**src/rtl/aux_timer_pkg.sv**
```systemverilog
package aux_timer_pkg;

    typedef enum logic [1:0] {
        LANE_IDLE = 2'd0,
        LANE_WAIT = 2'd1,
        LANE_HIGH = 2'd2
    } lane_state_e;

endpackage

```
**src/rtl/aux_timing_select.sv**
```systemverilog
module aux_timing_select #(
    parameter int CW       = 6,
    parameter int NUM_SETS = 2,
    parameter int SELW     = 1
) (
    input  logic                   is_wr_i,
    input  logic [SELW-1:0]        sel_i,
    input  logic [NUM_SETS*CW-1:0] wr_ofs_i,
    input  logic [NUM_SETS*CW-1:0] wr_dur_i,
    input  logic [NUM_SETS*CW-1:0] rd_ofs_i,
    input  logic [NUM_SETS*CW-1:0] rd_dur_i,
    output logic [CW-1:0]          ofs_o,
    output logic [CW-1:0]          dur_o
);

    logic [CW-1:0] wr_ofs_set [NUM_SETS];
    logic [CW-1:0] wr_dur_set [NUM_SETS];
    logic [CW-1:0] rd_ofs_set [NUM_SETS];
    logic [CW-1:0] rd_dur_set [NUM_SETS];

    for (genvar s = 0; s < NUM_SETS; s++) begin : g_split
        assign wr_ofs_set[s] = wr_ofs_i[s*CW +: CW];
        assign wr_dur_set[s] = wr_dur_i[s*CW +: CW];
        assign rd_ofs_set[s] = rd_ofs_i[s*CW +: CW];
        assign rd_dur_set[s] = rd_dur_i[s*CW +: CW];
    end

    always_comb begin
        ofs_o = '0;
        dur_o = '0;
        for (int s = 0; s < NUM_SETS; s++) begin
            if (int'(sel_i) == s) begin
                ofs_o = is_wr_i ? wr_ofs_set[s] : rd_ofs_set[s];
                dur_o = is_wr_i ? wr_dur_set[s] : rd_dur_set[s];
            end
        end
    end

endmodule

```
**src/rtl/aux_lane_tracker.sv**
```systemverilog
module aux_lane_tracker
    import aux_timer_pkg::*;
#(
    parameter int CW = 6
) (
    input  logic          clk,
    input  logic          rst_n,
    input  logic          load_i,
    input  logic [CW-1:0] ofs_i,
    input  logic [CW-1:0] dur_i,
    output logic          active_o
);

    localparam int EW = CW + 1;

    logic [EW-1:0] start_q, end_q, start_n, end_n;
    logic [EW-1:0] start_dec, end_dec, cand_start, cand_end;
    lane_state_e   state_q, state_n;

    // Next window: age the counters, then fold in a new command as a hull.
    always_comb begin
        start_dec  = (start_q != '0) ? start_q - 1'b1 : '0;
        end_dec    = (end_q != '0) ? end_q - 1'b1 : '0;
        cand_start = {1'b0, ofs_i};
        cand_end   = {1'b0, ofs_i} + {1'b0, dur_i};
        start_n    = start_dec;
        end_n      = end_dec;
        if (load_i && (dur_i != '0)) begin
            if (end_dec != '0) begin
                start_n = (cand_start < start_dec) ? cand_start : start_dec;
                end_n   = (cand_end > end_dec) ? cand_end : end_dec;
            end else begin
                start_n = cand_start;
                end_n   = cand_end;
            end
        end
        if (end_n == '0)        state_n = LANE_IDLE;
        else if (start_n != '0) state_n = LANE_WAIT;
        else                    state_n = LANE_HIGH;
    end

    // State register
    always_ff @(posedge clk or negedge rst_n) begin
        if (!rst_n) begin
            state_q <= LANE_IDLE;
            start_q <= '0;
            end_q   <= '0;
        end else begin
            state_q <= state_n;
            start_q <= start_n;
            end_q   <= end_n;
        end
    end

    // Outputs
    always_comb begin
        unique case (state_q)
            LANE_HIGH: active_o = 1'b1;
            LANE_WAIT: active_o = 1'b0;
            LANE_IDLE: active_o = 1'b0;
            default:   active_o = 1'b0;
        endcase
    end

    p_order_r7: assert property (@(posedge clk) disable iff (!rst_n)
        (end_q != '0) |-> (start_q < end_q));

    p_no_cut_r7: assert property (@(posedge clk) disable iff (!rst_n)
        (state_q == LANE_HIGH && end_q > EW'(1)) |=> (state_q == LANE_HIGH));

    p_quiet_r10: assert property (@(posedge clk) disable iff (!rst_n)
        (!load_i && state_q == LANE_IDLE) |=> (state_q == LANE_IDLE));

    p_zero_ofs_r5: assert property (@(posedge clk) disable iff (!rst_n)
        (load_i && ofs_i == '0 && dur_i != '0) |=> active_o);

    p_zero_dur_r6: assert property (@(posedge clk) disable iff (!rst_n)
        (load_i && dur_i == '0 && state_q == LANE_IDLE) |=> (state_q == LANE_IDLE));

endmodule

```
**src/rtl/aux_cmd_timer.sv**
```systemverilog
module aux_cmd_timer #(
    parameter int               CW         = 6,
    parameter int               NUM_SETS   = 2,
    parameter int               NUM_LANES  = 4,
    parameter logic [NUM_LANES-1:0] WR_LANE_EN = 4'b0011,
    parameter logic [NUM_LANES-1:0] RD_LANE_EN = 4'b0110,
    parameter int               SELW       = (NUM_SETS > 1) ? $clog2(NUM_SETS) : 1
) (
    input  logic                   clk,
    input  logic                   rst_n,
    input  logic                   cmd_valid_i,
    input  logic                   cmd_is_wr_i,
    input  logic [SELW-1:0]        tset_sel_i,
    input  logic                   wrlvl_cal_i,
    input  logic [NUM_LANES-1:0]   wrlvl_mask_i,
    input  logic [NUM_SETS*CW-1:0] wr_ofs_i,
    input  logic [NUM_SETS*CW-1:0] wr_dur_i,
    input  logic [NUM_SETS*CW-1:0] rd_ofs_i,
    input  logic [NUM_SETS*CW-1:0] rd_dur_i,
    output logic [NUM_LANES-1:0]   aux_o
);

    logic [CW-1:0]        sel_ofs, sel_dur;
    logic [NUM_LANES-1:0] lane_load, lane_active, force_mask;

    aux_timing_select #(
        .CW       (CW),
        .NUM_SETS (NUM_SETS),
        .SELW     (SELW)
    ) u_select (
        .is_wr_i  (cmd_is_wr_i),
        .sel_i    (tset_sel_i),
        .wr_ofs_i (wr_ofs_i),
        .wr_dur_i (wr_dur_i),
        .rd_ofs_i (rd_ofs_i),
        .rd_dur_i (rd_dur_i),
        .ofs_o    (sel_ofs),
        .dur_o    (sel_dur)
    );

    assign lane_load = cmd_valid_i ? (cmd_is_wr_i ? WR_LANE_EN : RD_LANE_EN) : '0;

    for (genvar l = 0; l < NUM_LANES; l++) begin : g_lane
        aux_lane_tracker #(.CW(CW)) u_lane (
            .clk      (clk),
            .rst_n    (rst_n),
            .load_i   (lane_load[l]),
            .ofs_i    (sel_ofs),
            .dur_i    (sel_dur),
            .active_o (lane_active[l])
        );
    end

    assign force_mask = wrlvl_cal_i ? wrlvl_mask_i : '0;
    assign aux_o      = lane_active | force_mask;

    p_wrlvl_force_r9: assert property (@(posedge clk) disable iff (!rst_n)
        wrlvl_cal_i |-> ((aux_o & wrlvl_mask_i) == wrlvl_mask_i));

    p_rd_lanes_r8: assert property (@(posedge clk) disable iff (!rst_n)
        (cmd_valid_i && !cmd_is_wr_i && sel_ofs == '0 && sel_dur != '0)
        |=> ((lane_active & RD_LANE_EN) == RD_LANE_EN));

    p_wr_lanes_r2: assert property (@(posedge clk) disable iff (!rst_n)
        (cmd_valid_i && cmd_is_wr_i && sel_ofs == '0 && sel_dur != '0)
        |=> ((lane_active & WR_LANE_EN) == WR_LANE_EN));

endmodule

```
**config.mk**
```make
export PLATFORM = sky130hd
export DESIGN_NAME = aux_cmd_timer
export DESIGN_NICKNAME = d
export VERILOG_FILES = /design/src/rtl/aux_timer_pkg.sv /design/src/rtl/aux_timing_select.sv /design/src/rtl/aux_lane_tracker.sv /design/src/rtl/aux_cmd_timer.sv
export SDC_FILE = /design/constraint.sdc
export NUM_CORES = 1
export LEC_CHECK = 0
export ABC_CLOCK_PERIOD_IN_PS = 8200
export CAP_MARGIN = 25
export CELL_PAD_IN_SITES_DETAIL_PLACEMENT = 1
export CELL_PAD_IN_SITES_GLOBAL_PLACEMENT = 2
export CORE_UTILIZATION = 38
export CTS_CLUSTER_SIZE = 40
export DETAILED_ROUTE_END_ITERATION = 6
export DONT_BUFFER_PORTS = 1
export PLACE_DENSITY = 0.83
export SETUP_SLACK_MARGIN = 0.4
export SYNTH_ARGS = -nofsm -noshare
export SYNTH_HDL_FRONTEND = slang
export SYNTH_SLANG_ARGS = --single-unit
```
**constraint.sdc**
```tcl
create_clock -name clk -period 8.2 [get_ports clk]
set_input_delay 0.82 -clock clk [delete_from_list [all_inputs] [get_ports clk]]
set_output_delay 0.82 -clock clk [all_outputs]
set_load 0.03 [all_outputs]
```
Word-level counts from Yosys, hierarchy flattened
Index checks and enable logic that the tools add are counted.
- register bits: 64
- output and inout bits: 4
- add/subtract/negate cells: 9
- order comparisons: 8
- equality and inequality tests: 4
- mux-type cells: 53
- bitwise logic cells: 1
- reduce and logical (&&, ||, !) cells: 25
- operator list (kind ; number):
    $mux 7 ; 32
    $reduce_bool 7->1 ; 16
    $sub 7x1->7 const B ; 8
    $mux 6 ; 6
    $gt 7x7->1 ; 4
    $logic_not 7->1 ; 4
    $lt 6x7->1 ; 4
    $mux 2 ; 8
    $eq 2x2->1 const B ; 4
    $add 6x6->7 ; 1
    $mux 3 ; 2
    $reduce_bool 6->1 ; 1
    $mux 1 ; 4
    $mux 4 ; 1
    $or 4x4->4 ; 1
    $logic_and 1x1->1 ; 3
    $logic_and 1x1->1 const A ; 1

Depth between registers and ports, before layout
Gate-level depths: netlist (run 1).
- depth in word-level cells: 9
- gate-level depth with buffers: 18
- gate-level depth less buffers: 16

Cells and area by module
Synthesis (run 1) repeated with hierarchy kept, for this count alone.
- cells, all modules: 719
- area total of the unflattened synthesis: 6449.9 um^2
- modules (own cells, without submodules) (module ; times used ; cells each ; area each (um^2) ; sequential area each (um^2)):
    aux_lane_tracker (g_lane[0].u_lane ...) ; 3 ; 173 ; 1516.5 ; 400.4
    aux_lane_tracker (g_lane[3].u_lane) ; 1 ; 179 ; 1560.2 ; 400.4
    aux_timing_select ; 1 ; 14 ; 294.0 ; 0.0
    aux_cmd_timer ; 1 ; 7 ; 46.3 ; 0.0

Least setup slack after synthesis (run 1)
No wires, ideal clock.
- path kind: input to register
- from: input cmd_is_wr_i
- to: register g_lane[1].u_lane.end_q[0]
- library setup time: 0.127 ns
- arrival time: 4.462 ns
- slack: 3.611 ns
- stages: 15
- buffers on the path: 2
- cell sequence: buf_6 buf_2 mux4_2 ha_1 a21o_1 a21oi_1 xor2_1 inv_1 ha_1 o21a_1 o22ai_1 a31oi_1 o31ai_2 or2b_4 mux2_1
- cells in the longest elaborated chain, start to end: 7
- elaborated cells between the ends (all ways): 13
- those cells by class: add/sub (1); order compare (1); mux (9); reduce/logical (2)
- ends and longest elaborated chain (what ; line ; RTL):
    start: declaration ; aux_cmd_timer.sv:12 ; input logic cmd_is_wr_i,
    $mux 6 (on tied branches) ; aux_timing_select.sv:33, aux_timing_select.sv:34 ;
    $mux 6 ; aux_timing_select.sv:32 ; if (int'(sel_i) == s) begin
    $add 6x6->7 ; aux_lane_tracker.sv:25 ; cand_end = {1'b0, ofs_i} + {1'b0, dur_i};
    $gt 7x7->1 ; aux_lane_tracker.sv:31 ; end_n = (cand_end > end_dec) ? cand_end : end_dec;
    $mux 7 ; aux_lane_tracker.sv:31 ;
    $mux 7 ; aux_lane_tracker.sv:29 ; if (end_dec != '0) begin
    $mux 7 (*) ; aux_lane_tracker.sv:28 ; if (load_i && (dur_i != '0)) begin
    via g_lane[1].u_lane.end_n[0] ; aux_lane_tracker.sv:16 ; logic [EW-1:0] start_q, end_q, start_n, end_n;
    end signal: assignment ; aux_lane_tracker.sv:51 ; end_q <= end_n;
    end: declaration ; aux_lane_tracker.sv:16 ;
Mark *: on every way through the listed nets, which the timed path passes. The rest lies on a longest branch.

Worst setup path after layout (run 1)
- from: input cmd_is_wr_i
- to: register g_lane[1].u_lane.state_q[1]
- cells in the longest elaborated chain, start to end: 9
- elaborated cells between the ends (all ways): 21
- those cells by class: add/sub (1); order compare (2); mux (14); reduce/logical (4)
- ends and longest elaborated chain (what ; line ; RTL):
    $mux 6 (on tied branches) ; aux_timing_select.sv:33, aux_timing_select.sv:34 ;
    $mux 6 ; aux_timing_select.sv:32 ;
    $add 6x6->7 / $lt 6x7->1 (equally long branches) ; aux_lane_tracker.sv:25, aux_lane_tracker.sv:30 ;
    $gt 7x7->1 / $mux 7 (equally long branches) ; aux_lane_tracker.sv:31, aux_lane_tracker.sv:30 ;
    $mux 7 (on tied branches) ; aux_lane_tracker.sv:31, aux_lane_tracker.sv:29 ;
    $mux 7 (on tied branches) ; aux_lane_tracker.sv:29, aux_lane_tracker.sv:28 ;
    $mux 7 / $reduce_bool 7->1 (equally long branches) ; aux_lane_tracker.sv:28, aux_lane_tracker.sv:38 ;
    $logic_not 7->1 / $mux 2 (equally long branches) ; aux_lane_tracker.sv:37, aux_lane_tracker.sv:38 ;
    $mux 2 (*) ; aux_lane_tracker.sv:37 ; if (end_n == '0) state_n = LANE_IDLE;
    via g_lane[1].u_lane.state_n[1] ; aux_lane_tracker.sv:18 ; lane_state_e state_q, state_n;
    end signal: assignment ; aux_lane_tracker.sv:49 ; state_q <= state_n;
    end: declaration ; aux_lane_tracker.sv:18 ;
Marks and branches as above.

==> results of run 1 <==
area by class of cell:
| class | count | area share (%) |
|---|---|---|
| Inverter | 45 | 2.91 |
| Sequential cell | 64 | 27.6 |
| Tap cell | 176 | 3.79 |
| Clock buffer | 9 | 3.87 |
| Timing Repair Buffer | 2 | 0.258 |
| Clock inverter | 7 | 1.76 |
| Multi-Input combinational cell | 468 | 59.9 |
power groups by stage:
stage                     registers (uW)  clock network, uW  logic [uW]
after floorplan                      529                  0        1020
after global placement               561                  0        1250
after detailed placement             566                  0        1300
after CTS                            562                436        1310
after global routing                 582                448        1500
final                                561                425        1310
synthesized netlist by cell type (all sizes together) (7+ instances only):
master,instances
nand2b,11
xor2,18
nor2b,10
o21a,10
o21ai,35
dfrtp,64
mux4,12
nand2,63
ha,52
nor2,58
mux2i,19
inv,45
a21oi,22
nor4,7
mux2,7
nor3,25
xnor2,15
nand3,15
sequential cells by signal, indices dropped and copies added, names as in the netlist:
| signal | cells |
|---|---|
| g_lane.u_lane.start_q | 28 |
| g_lane.u_lane.end_q | 28 |
| g_lane.u_lane.state_q | 8 |
logic make-up after synthesis:
kind of cell | after synthesis
AO/OA/AOI/OAI | 117
flip-flops | 64
XOR/XNOR | 33
multiplexers | 38
buffers and inverters | 53
adder cells (fa/ha/maj) | 53
AND/OR/NAND/NOR | 227
final timing paths:
path	cells past startpoint	startpoint	end
worst max-delay path	15	cmd_is_wr_i	g_lane[1].u_lane.state_q[1]$_DFF_PN0_
worst min-delay path	0	rst_n	g_lane[2].u_lane.end_q[6]$_DFF_PN0_
worst max register to register	12	g_lane[1].u_lane.end_q[0]$_DFF_PN0_	g_lane[1].u_lane.state_q[1]$_DFF_PN0_
worst min register to register	1	g_lane[3].u_lane.start_q[0]$_DFF_PN0_	g_lane[3].u_lane.start_q[0]$_DFF_PN0_
max in group asynchronous	0	rst_n	g_lane[1].u_lane.end_q[4]$_DFF_PN0_
min in group clk	1	g_lane[3].u_lane.start_q[0]$_DFF_PN0_	g_lane[3].u_lane.start_q[0]$_DFF_PN0_
through the flow:
stage / setup slack (ps) / power, uW / hold slack [ps] / util [%] / area [sq um]
2_1_floorplan: 3610 / 1550 / 435 / - / 5290
5_1_grt: 3640 / 2530 / 156 / 43.4 / 5810
4_1_cts: 3690 / 2310 / 157 / 43.3 / 5810
6_report: 3790 / 2290 / 169 / 43.4 / 5810
3_3_place_gp: 3430 / 1810 / 453 / 40.9 / 5480
3_5_place_dp: 3340 / 1870 / 465 / 40.9 / 5480
routing by layer:
layer | vias to the layer above | wire, um | track usage (%)
li1 | 2113 | - | -
met1 | 2157 | 6350 | 27.7
met5 | - | 0 | 0
met2 | 87 | 6770 | 35.3
met4 | 0 | 156 | 5.70
met3 | 12 | 610 | 3.90
==> results_dict.tcl, run 1 <==
set metrics [dict create \
    die_y_um 120 \
    fin_crit_ps 4410 \
    port_buffers 0 \
    ctsLongestPathBuffers 2 \
    relSlewSlack_pct 28.9 \
    synth_mux_area_share_pct 10.3 \
    arrival_ps 4640 \
    htreeDepth 3 \
    cp_slowest_cell "or4_1" \
    critical_path_class "in -> reg" \
    synthAdderAreaFrac_pct 12.7 \
    vias 4369 \
    clock.fmax_ghz 0.227 \
    die_w_um 120 \
    grtUsageTotal_pct 21.1 \
    synth_top_family_by_area "simple AND/OR/NAND/NOR gates" \
    post-cts-setup-buffer-count 0 \
    syn-cell-area_sq_mm 0.00529 \
    slew_viol_final 0 \
    synth.yosys.seq_area_share_pct 30.3 \
    clkPwrFrac_pct 18.5 \
    layout.nets 701 \
    drv_cap 0 \
    hold_class "in -> async" \
    synth_compound_area_share_pct 15.7 \
    async_flop_share_pct 100 \
    multi_input_comb_area_sq_mm 0.00348 \
    path_max_fanout 17 \
    grt_setup_unrepaired "false" \
    synth_top_area_cell "dfrtp_1" \
    power.internal_uw 1270 \
    ctsResizeCount 0 \
    period_share_pct 53.8 \
    drt_wl_total_um 13900 \
    grt_max_degree 65 \
    cp_num_buf_inv 1 \
    grt_pass1_vias 4677 \
    mostFrequentLayoutCell "dfrtp_1" \
    start_util_pct 39.5 \
    wire_per_inst_um 18.0 \
    switching_power_uw 1030 \
    outcome "finished clean" \
    synth_top_cell_area_share_pct 30.3 \
    grt_pass1_wl_um 23600 \
    syn_inst 585 \
    start_kind "input port" \
    rows 42 \
    hold_viol_final 0 \
    fillers 1577 \
    vias_per_cell 5.67 \
    yosys.area_share.simple_pct 21.6 \
    place.gp.congestion 0.830 \
    p_comb_share_pct 57.0 \
    synth_flop_cell "dfrtp_1" \
    layout_common_cells "dfrtp_1, nand2_1, nor2_1" \
    drt_first_pass_iters 4 \
    cts_buffers 9 \
    tns_ps 0 \
    ys_warn_count 0 \
    io_pins 62 \
    cp.required_ps 8430 \
    clockRootBuffer "clkbuf_16" \
    end_kind "flop" \
    switching_share_pct 44.8 \
    avgSynthCellArea_sq_um 9.05 \
    drive_gt1_share_pct 9.75 \
    drc 0 \
    cts.reportedPaths.clkPinSlew_ps 60 \
    crit_chain "mux4_2 -> ha_1 -> inv_1 -> fa_1 -> nand2b_1 -> a21oi_1 -> a21o_1 -> a21o_1 -> ha_1 -> and3_1 -> nand3_1 -> or4_1 -> mux2i_1 -> o31ai_1 -> and2b_1" \
    ant_nets 0 \
    core_area_sq_mm 0.0134 \
    die_area_sq_mm 0.0144 \
    synthTopCellsByArea "dfrtp_1, ha_1, mux4_2, nand2_1, nor2_1" \
    place_inst 754 \
    ir_drop_mv 0.153 \
    diodes 0 \
    antenna_found_initial 0 \
    slowest_delay_ps 530 \
    r2r_slack_ps 4490 \
    syn_to_final_growth_pct 9.81 \
    cts_tree "built" \
    overflow 0 \
    final-seq-area_sq_mm 0.00160 \
    setup_viol 0 \
    fin_cells 771 \
    leakage_uw 0.00263 \
    yosys.area_share.xor_xnor_pct 5.46 \
    synth_fp_nets 696 \
    synth_edf_count 0 \
    p_per_area_mw_per_mm2 394 \
    drt_iter0_drc 160 \
    tightestPinTransition_ps 1050 \
    fin_skew_ps 8.32 \
    cts_hold_buf 0 \
    dp_hpwl_um 10800 \
    clk_latency_ps 340 \
    critical_path.top_delay_family "simple AND/OR/NAND/NOR gates" \
    synth.distinct_cells 73 \
    ys_ff_latch 64 \
    p_seq_share_pct 24.5 \
    cts_sinks 64 \
]
Note: power is estimated with default switching activity, not from simulation.
==> run 2: changes to the inputs <==
- ABC_AREA: unset -> 1
- ABC_CLOCK_PERIOD_IN_PS: 8200 -> 3700
- CORE_UTILIZATION: 38 -> 32
- clock period: 8.2 -> 3.7 ns (I/O delays scaled with it)
==> results_dict.tcl, run 2 <==
set metrics [dict create \
    fin_util_pct 40.3 \
    layout_common_cells "nand2_1, inv_1, nor2_1" \
    clockRootBuffer "clkbuf_16" \
    wire_per_inst_um 14.2 \
    cts_buffers 9 \
    async_flop_share_pct 100 \
    end_kind "flop" \
    cts_sinks 64 \
    fin_skew_ps 10.2 \
    avgSynthCellArea_sq_um 6.35 \
    yosysMostFrequentCell "nand2_1" \
    hold_slack_ps 300 \
    synth_top_family_by_area "simple AND/OR/NAND/NOR gates" \
    syn_inst 945 \
    arrival_ps 3360 \
    place.gp.congestion 0.814 \
    reg_top3 "g_lane.u_lane.end_q: 28 flops, g_lane.u_lane.start_q: 28 flops, g_lane.u_lane.state_q: 8 flops" \
    period_share_pct 84.7 \
    synthTopCellsByArea "dfrtp_1, nand2_1, ha_1, inv_1, nor2_1" \
    core_area_sq_mm 0.0181 \
    critical_path_class "in -> reg" \
    fin_crit_ps 3130 \
    synth.distinct_cells 39 \
    io_pins 62 \
    vias 5902 \
    drt_wl_total_um 17400 \
    synth_top_cell_area_share_pct 26.7 \
    layout.nets 1098 \
    clk_latency_ps 340 \
    relSlewSlack_pct 30.4 \
    syn-cell-area_sq_mm 0.00600 \
    netlist_top_cells_count "nand2_1, inv_1, nor2_1" \
    synthAdderAreaFrac_pct 11.2 \
    dp_hpwl_um 13700 \
    ys_ff_latch 64 \
    port_buffers 0 \
    hold_class "in -> reg" \
    tightestPinTransition_ps 1030 \
    path_max_fanout 32 \
    synth.yosys.seq_area_share_pct 26.7 \
    grt_pass1_wl_um 28700 \
    outcome "finished, violations left" \
    drc 1 \
    drive_gt1_share_pct 17.3 \
    fin_cells 1220 \
    setup_viol 0 \
    ant_nets 0 \
    p_per_area_mw_per_mm2 866 \
    ys_warn_count 0 \
    cp.required_ps 3920 \
    cts.reportedPaths.clkPinSlew_ps 50 \
    die_area_sq_mm 0.0193 \
    grt_setup_unrepaired "true" \
    grt_max_degree 65 \
    overflow 0 \
    syn_to_final_growth_pct 21.7 \
    synth_flop_cell "dfrtp_1" \
    grt_pass1_vias 5949 \
    drt_first_pass_iters 6 \
    place_inst 1182 \
    synth_compound_area_share_pct 8.63 \
    synth_mux_area_share_pct 0 \
    tns_ps 0 \
    synth_edf_count 0 \
    diodes 0 \
    slew_viol_final 0 \
    synth_top_area_cell "dfrtp_1" \
    vias_per_cell 4.84 \
    htreeDepth 3 \
    yosys.area_share.simple_pct 39.9 \
    yosys.area_share.xor_xnor_pct 0.729 \
    start_util_pct 33.1 \
    antenna_found_initial 1 \
    failed_checks "design-rule violations" \
    drt_iter0_drc 193 \
    clock.fmax_ghz 0.319 \
    ctsLongestPathBuffers 2 \
    synth_fp_nets 1056 \
    ir_drop_mv 0.288 \
    hold_viol_final 0 \
    rows 49 \
    die_y_um 139 \
    cts_tree "built" \
    die_w_um 139 \
    leakage_uw 0.00406 \
    start_kind "input port" \
    mostFrequentLayoutCell "nand2_1" \
    drv_cap 0 \
    grtUsageTotal_pct 18.5 \
]
==> run 2: cell types whose count changed after synthesis, sizes merged, moves of 16 or more <==
| cell | delta |
|---|---|
| nand3 | +74 |
| mux2i | -19 |
| nor2 | +66 |
| nand4 | +16 |
| a21oi | +18 |
| inv | +133 |
| nor3 | -18 |
| nand2 | +220 |
==> run 2: layout make-up <==
type | instances | area, sq um
clock inverters | 5 | 104
fillers | 2364 | 10800
inverters | 182 | 712
multi-input cells | 690 | 4040
well taps | 229 | 287
flip-flops and latches | 64 | 1600
clock buffers | 10 | 239
repair buffers | 40 | 327
==> run 2: where the power goes <==
group | switching [uW] | internal (uW) | total [uW]
clock network | 324 | 674 | 998
logic | 2680 | 1530 | 4210
registers | 176 | 943 | 1120
==> run 2: logic make-up after synthesis <==
group                    count (synthesis)
XOR/XNOR                                 5
flip-flops                              64
AO/OA/AOI/OAI                           97
buffers and inverters                  192
AND/OR/NAND/NOR                        534
adder cells (fa/ha/maj)                 53
==> run 2: path summary, 6_finish.rpt <==
kind | startpoint | endpoint | slack (ps) | cells past startpoint
max in group asynchronous | rst_n | g_lane[2].u_lane.end_q[0]$_DFF_PN0_ | 2820 | 2
max reg2reg | g_lane[2].u_lane.end_q[0]$_DFF_PN0_ | g_lane[2].u_lane.state_q[0]$_DFF_PN0_ | 690 | 18
min in group asynchronous | rst_n | g_lane[1].u_lane.start_q[5]$_DFF_PN0_ | 580 | 2
min | cmd_is_wr_i | g_lane[2].u_lane.end_q[4]$_DFF_PN0_ | 300 | 2
max | cmd_is_wr_i | g_lane[1].u_lane.state_q[0]$_DFF_PN0_ | 570 | 22
min reg2reg | g_lane[3].u_lane.start_q[0]$_DFF_PN0_ | g_lane[3].u_lane.start_q[0]$_DFF_PN0_ | 450 | 1
==> run 2: timing repair <==
action | in CTS | in global routing
resized for setup | 11 | 66
hold endpoints to repair | 64 | 0
setup buffers | 2 | 18
hold buffers | 2 | 0
cloned | 1 | 0
pin swaps | 5 | 38
setup endpoints to repair | 6 | 11
==> run 2: worst max-delay path, stage by stage <==
cell and delay [ps]:
inv_16 70, nand2_1 90, a32oi_4 290, inv_4 90
fa_2 340, buf_4 160, xnor2_4 180, buf_6 160
ha_4 270, nand2_1 50, o21ai_1 160, a21oi_2 80
a21oi_2 150, nand2_2 80, nand2_4 120, nand3_4 140
nand2_2 90, nand2_1 60, nor2_1 110, nand2_1 100
nor2_4 120, nor2_1 50
==> run 2: metal layers <==
metal | share of wire, % | track usage (%) | vias up | wire length [um]
li1 | - | - | 3055 | -
met1 | 50 | 24.6 | 2754 | 8680
met2 | 46 | 31.9 | 82 | 8040
met3 | 2.8 | 2.73 | 11 | 495
met4 | 0.93 | 3.33 | 0 | 161
met5 | 0 | 0 | - | 0
==> run 2: per-stage QoR <==
stage	setup slack, ps	power [uW]	instance area, sq um
4_1_cts	404	5960	6900
6_report	567	6330	7310
3_3_place_gp	-108	4770	6460
3_5_place_dp	-119	4840	6460
2_1_floorplan	331	3950	6140
5_1_grt	313	7050	7310
